--- src/rtl/capin_pkg.sv ---
package capin_pkg;

  typedef enum logic [1:0] {
    SRC_NONE = 2'b00,
    SRC_OWN  = 2'b01,
    SRC_NBR  = 2'b10,
    SRC_TRG  = 2'b11
  } capin_src_e;

  // Polarity decode: 2'b11 takes both edges, 2'b01 falling only, else rising.
  function automatic logic edge_hit(input logic [1:0] pol, input logic rise, input logic fall);
    logic hit;
    if (pol == 2'b11)      hit = rise | fall;
    else if (pol == 2'b01) hit = fall;
    else                   hit = rise;
    return hit;
  endfunction

endpackage

--- src/rtl/capin_sync.sv ---
module capin_sync #(
  parameter int STAGES = 2
) (
  input  logic clk,
  input  logic rst_n,
  input  logic d,
  output logic q
);
  logic [STAGES-1:0] chain;

  generate
    if (STAGES == 1) begin : g_one
      always_ff @(posedge clk or negedge rst_n)
        if (!rst_n) chain <= '0;
        else        chain <= d;
    end else begin : g_many
      always_ff @(posedge clk or negedge rst_n)
        if (!rst_n) chain <= '0;
        else        chain <= {chain[STAGES-2:0], d};
    end
  endgenerate

  assign q = chain[STAGES-1];
endmodule

--- src/rtl/capin_filter.sv ---
module capin_filter #(
  parameter int CFG_W = 4
) (
  input  logic             clk,
  input  logic             rst_n,
  input  logic             samp_en,
  input  logic [CFG_W-1:0] cfg,
  input  logic             d,
  output logic             q
);
  logic [CFG_W-1:0] run;
  logic             take;

  // Reaching the last required sample: run counts disagreeing samples seen so far.
  function automatic logic run_done(input logic [CFG_W-1:0] r, input logic [CFG_W-1:0] c);
    return r >= c;
  endfunction

  // A zero setting bypasses the strobe so every clock is a sample.
  assign take = (cfg == '0) | samp_en;

  always_ff @(posedge clk or negedge rst_n) begin
    if (!rst_n) begin
      q   <= 1'b0;
      run <= '0;
    end else if (take) begin
      if (d == q) begin
        run <= '0;
      end else if (run_done(run, cfg)) begin
        q   <= d;
        run <= '0;
      end else begin
        run <= run + 1'b1;
      end
    end
  end
endmodule

--- src/rtl/capin_edge_sel.sv ---
module capin_edge_sel
  import capin_pkg::*;
(
  input  logic       clk,
  input  logic       rst_n,
  input  logic       flt,
  input  logic       nbr_rise,
  input  logic       nbr_fall,
  input  logic       trg,
  input  logic [1:0] pol,
  input  logic [1:0] src,
  output logic       own_rise,
  output logic       own_fall,
  output logic       both_edge,
  output logic       evt
);
  logic flt_d;

  always_ff @(posedge clk or negedge rst_n)
    if (!rst_n) flt_d <= 1'b0;
    else        flt_d <= flt;

  assign own_rise  = flt & ~flt_d;
  assign own_fall  = ~flt & flt_d;
  assign both_edge = own_rise | own_fall;

  always_comb begin
    unique case (capin_src_e'(src))
      SRC_OWN:  evt = edge_hit(pol, own_rise, own_fall);
      SRC_NBR:  evt = edge_hit(pol, nbr_rise, nbr_fall);
      SRC_TRG:  evt = trg;
      default:  evt = 1'b0;
    endcase
  end
endmodule

--- src/rtl/capin_presc.sv ---
module capin_presc #(
  parameter int PSC_W = 2
) (
  input  logic             clk,
  input  logic             rst_n,
  input  logic             en,
  input  logic [PSC_W-1:0] psc,
  input  logic             evt,
  output logic             clr,
  output logic             pulse
);
  localparam int MAX_LOG = (1 << PSC_W) - 1;
  localparam int CNT_W   = (MAX_LOG > 0) ? MAX_LOG : 1;

  logic [PSC_W-1:0] psc_q;
  logic [CNT_W-1:0] cnt;

  // Index of the event that completes one division period.
  function automatic logic [CNT_W-1:0] last_idx(input logic [PSC_W-1:0] p);
    int unsigned v;
    v = (32'd1 << p) - 32'd1;
    return v[CNT_W-1:0];
  endfunction

  assign clr = !en || (psc != psc_q);

  always_ff @(posedge clk or negedge rst_n) begin
    if (!rst_n) begin
      psc_q <= '0;
      cnt   <= '0;
      pulse <= 1'b0;
    end else begin
      psc_q <= psc;
      pulse <= 1'b0;
      if (clr) begin
        cnt <= '0;
      end else if (evt) begin
        if (cnt == last_idx(psc)) begin
          cnt   <= '0;
          pulse <= 1'b1;
        end else begin
          cnt <= cnt + 1'b1;
        end
      end
    end
  end
endmodule

--- src/rtl/capin_cond.sv ---
module capin_cond #(
  parameter int SYNC_STAGES = 2,
  parameter int CFG_W       = 4,
  parameter int PSC_W       = 2
) (
  input  logic             clk,
  input  logic             rst_n,
  input  logic             pin_raw,
  input  logic             samp_en,
  input  logic [CFG_W-1:0] flt_cfg,
  input  logic [1:0]       edge_pol,
  input  logic [1:0]       src_sel,
  input  logic [PSC_W-1:0] psc_sel,
  input  logic             chan_en,
  input  logic             nbr_rise,
  input  logic             nbr_fall,
  input  logic             trig_in,
  output logic             cap_pulse,
  output logic             slave_edge,
  output logic             flt_level
);
  logic sync_q;
  logic own_rise;
  logic own_fall;
  logic sel_evt;
  logic psc_clr;

  capin_sync #(.STAGES(SYNC_STAGES)) u_sync (
    .clk(clk), .rst_n(rst_n), .d(pin_raw), .q(sync_q)
  );

  capin_filter #(.CFG_W(CFG_W)) u_filt (
    .clk(clk), .rst_n(rst_n), .samp_en(samp_en), .cfg(flt_cfg),
    .d(sync_q), .q(flt_level)
  );

  capin_edge_sel u_edge (
    .clk(clk), .rst_n(rst_n), .flt(flt_level),
    .nbr_rise(nbr_rise), .nbr_fall(nbr_fall), .trg(trig_in),
    .pol(edge_pol), .src(src_sel),
    .own_rise(own_rise), .own_fall(own_fall),
    .both_edge(slave_edge), .evt(sel_evt)
  );

  capin_presc #(.PSC_W(PSC_W)) u_psc (
    .clk(clk), .rst_n(rst_n), .en(chan_en), .psc(psc_sel),
    .evt(sel_evt), .clr(psc_clr), .pulse(cap_pulse)
  );
endmodule

--- config.mk ---
export PLATFORM = sky130hd
export DESIGN_NAME = capin_cond
export DESIGN_NICKNAME = d
export VERILOG_FILES = /design/src/rtl/capin_pkg.sv /design/src/rtl/capin_sync.sv /design/src/rtl/capin_filter.sv /design/src/rtl/capin_edge_sel.sv /design/src/rtl/capin_presc.sv /design/src/rtl/capin_cond.sv
export SDC_FILE = /design/constraint.sdc
export NUM_CORES = 1
export LEC_CHECK = 0
export BUFFER_PORTS_ARGS = -buffer_cell sky130_fd_sc_hd__buf_2
export CORE_MARGIN = 2
export CORE_UTILIZATION = 35
export DETAILED_ROUTE_END_ITERATION = 8
export SLEW_MARGIN = 20
export SYNTH_ARGS = -nofsm -noshare
export SYNTH_HDL_FRONTEND = slang
export SYNTH_SLANG_ARGS = --single-unit
--- constraint.sdc ---
create_clock -name clk -period 4.1 [get_ports clk]
set_clock_uncertainty 0.05 [all_clocks]
set_input_delay 0.205 -clock clk [delete_from_list [all_inputs] [get_ports clk]]
set_output_delay 0.205 -clock clk [all_outputs]
set_load 0.02 [all_outputs]
==> flow_summary_export.csv <==
group,metric,value,unit
logic_synthesis,synth-seq-area-share,0.417,
die,die_y,53.0,microns
drt,drtIter0Drc,12,
logic_synthesis,synth.distinct_cells,29,
worst_setup_path,cp-end-kind,"register",
timing,setup_viol,0,
pwr,intPower,276,uW
final_layout,final_cell_count_no_fill,136,
placed_design,gp_congestion,0.724,
die,ioPinCount,21,
logic_synthesis,synth-xor-area-share,0.0417,
pwr,p_seq_frac,0.435,
grt,antenna_found_initial,0,
clocking,insertion_delay,0.27,ns
worst_setup_path,cp.buffers_inverters,1,
worst_setup_path,path_cells,"inv_1 -> ha_1 -> nand2b_1 -> a211o_1 -> a2111oi_0 -> o21ai_0 -> o21ai_1",
placed_design,placed_cells,131,
run_status,status,"completed",
worst_setup_path,reg2reg_depth,7,
clocking,clk_pin_slew,0.08,ns
placed_design,place.port_buffers,20,
pwr,pwr-share-clk,0.174,
pwr,max-vdd-ir-drop,0.265,mV
pwr,p_leak,0.000515,uW
logic_synthesis,synth_area_leaders,"dfrtp_1 42%, ha_1 12%, o21ai_0 4.8%",
logic_synthesis,yosys.area.top_type,"dfrtp_1",
worst_setup_path,slowest_delay,0.40,ns
grt,grt_pass1_vias,692,
final_layout,antenna_cells,0,
grt,gr-total-overflow,0,
drt,drt_wl_total,1.53,mm
logic_synthesis,synth_simple_gate_area_frac,0.195,
timing,post-route-min-period,1.86,ns
clocking,ctsRootBufferMaster,"clkbuf_4",
worst_setup_path,cp_max_fo,4,
logic_synthesis,synth_seq_cells,14,
die,rows,17,
clocking,cts_tree,"built",
clocking,cts.sinks,14,
logic_synthesis,post_synth.cell_area_avg,10.1,sq um
timing,hold_viol,0,
worst_setup_path,path_delay_family,"compound AO/OA/AOI/OAI gates",
grt,grt_start_max_net_pins,15,
drt,wl_per_cell,11.2,microns
drt,post-route-drc-count,0,
worst_setup_path,cpMaxStageDelayCell,"dfrtp_1",
drt,vias_per_cell,4.99,
pwr,total_power,438,uW
drt,ant_nets,0,
die,core_area,0.00223,sq mm
worst_setup_path,cp.required,4.25,ns
job,maxCapViolations,0,
timing,rsz0062_at_grt,"false",
logic_synthesis,netlist_area,840,sq um
logic_synthesis,synth_top_area_share,0.417,
min_path,holdPathStages,1,
clocking,cts_setup_buffers,0,
timing,slew_violations,0,
die,start_util,0.376,
worst_setup_path,startpoint_type,"register",
logic_synthesis,yosysWarnings,0,
die,die_area,0.00281,sq mm
logic_synthesis,syn-num-nets,109,
final_layout,drive_gt1_frac,0.259,
final_layout,fill_cells,223,
clocking,htree_levels,1,
timing,tightest_slew,0.398,ns
clocking,clockBufferDepth,2,
worst_setup_path,cp.depth,7,
final_layout,mostFrequentLayoutCell,"buf_2",
die,die_width,53.0,microns
pwr,swShare,0.370,
worst_setup_path,critical_path_arrival,2.02,ns
final_layout,layout_common_cells,"20 x buf_2, 14 x dfrtp_1, 8 x o21ai_0, 8 x ha_1, 7 x inv_1",
timing,tns,0,ns
logic_synthesis,syn_inst,83,
drt,vias,678,
pwr,power_frac_comb,0.391,
logic_synthesis,synth_compound_area_frac,0.182,
logic_synthesis,yosys-mux-area-fraction,0.0134,
timing,max_freq,537,MHz
pwr,power.density_cell_area,430,mW/mm^2
timing,max_slew_margin,0.732,
grt,grtUsageTotal,0.142,
clocking,cts_buffers,3,
logic_synthesis,synth_fa_ha_area_frac,0.119,
timing,timing.final.crit_share,0.454,
drt,dr.pass1.iters,4,
min_path,worstHoldPathType,"in -> reg",
worst_setup_path,path_class,"reg -> reg",
pwr,p_sw,162,uW
final_layout,area_growth_syn_to_layout,21.2,%
grt,grt_pass1_wl,2.93,mm
final_layout,num-nets-final,136,
logic_synthesis,synth_top_family_by_area,"simple AND/OR/NAND/NOR gates",
## through the flow
stage	hold WS [ns]	instance area, sq um	util	worst slack, ns
floorplan	-0.141	840	-	2.33
global placement	0.0687	975	0.436	2.31
detailed placement	0.0696	975	0.436	2.26
CTS	0.0398	1020	0.455	2.24
global route	0.0437	1020	0.455	1.99
finish	0.0465	1020	0.455	2.24
## flip-flops by register name (all words and copies together), names as in the netlist
name          flops
u_sync.chain      2
u_psc.pulse       1
u_edge.flt_d      1
u_filt.q          1
u_psc.cnt         3
u_filt.run        4
u_psc.psc_q       2
## layout make-up
type	count	area [sq um]	share of cell area
multi-input cells	62	463	0.455
flip-flops and latches	14	350	0.344
repair buffers	22	120	0.118
well taps	28	35.0	0.0344
inverters	7	26.3	0.0258
clock buffers	3	22.5	0.0221
## cell usage after synthesis
| master | number |
|---|---|
| a32oi_2 | 1 |
| dfrtp_1 | 14 |
| nor3_1 | 3 |
| xnor2_1 | 4 |
| o21ai_1 | 1 |
| nand4bb_1 | 1 |
| a221o_1 | 1 |
| nand3b_1 | 1 |
| inv_1 | 7 |
| a31oi_1 | 1 |
| nand3_1 | 4 |
| nor2_1 | 5 |
| nand2b_1 | 5 |
| ha_1 | 8 |
| a2111oi_0 | 1 |
| a32o_2 | 1 |
| o21a_1 | 1 |
| or3b_1 | 1 |
| a22oi_4 | 1 |
| nor3b_1 | 1 |
| and2_1 | 1 |
| nor4_2 | 1 |
| o21ai_0 | 8 |
| and3_1 | 1 |
| nand2_1 | 5 |
| a21oi_1 | 2 |
| o31ai_1 | 1 |
| mux2_2 | 1 |
| a211o_1 | 1 |
## per-layer routing
| layer | global-route usage | share of wire | vias to the layer above |
|---|---|---|---|
| li1 | - | - | 350 |
| met1 | 0.185 | 0.49 | 310 |
| met2 | 0.233 | 0.46 | 14 |
| met3 | 0.0169 | 0.039 | 4 |
| met4 | 0.0641 | 0.014 | 0 |
| met5 | 0 | 0 | - |
## cell families (layout without fill, tap and decap cells)
group,Yosys count,after routing
simple gates,29,29
compound gates,20,20
flops,14,14
fa+ha+maj,8,8
buf+inv,7,32
xor+xnor,4,4
mux,1,1
## power groups by stage
| stage | clock network (uW) | registers [uW] | logic, uW |
|---|---|---|---|
| after global routing | 85.2 | 195 | 201 |
| after floorplan | 0 | 193 | 117 |
| final | 76.4 | 190 | 171 |
| after CTS | 79.2 | 191 | 174 |
| after detailed placement | 0 | 194 | 171 |
| after global placement | 0 | 191 | 168 |
## worst paths after layout
check                           startpoint              end  slack (ns)
setup / recovery             u_filt.run[0]    u_filt.run[2]        2.24
hold / removal                  psc_sel[1]   u_psc.psc_q[1]        0.05
setup reg to reg             u_filt.run[0]    u_filt.run[2]        2.24
hold reg to reg            u_sync.chain[0]  u_sync.chain[1]        0.30
max in group asynchronous            rst_n    u_filt.run[1]        3.47
min in group asynchronous            rst_n     u_psc.cnt[2]        0.29
## what timing repair did
action	4_1_cts	5_1_grt
hold buffers	2	0
resized for setup	0	0
endpoints found under the hold margin	15	0
Power figures use the tool's default switching activity.
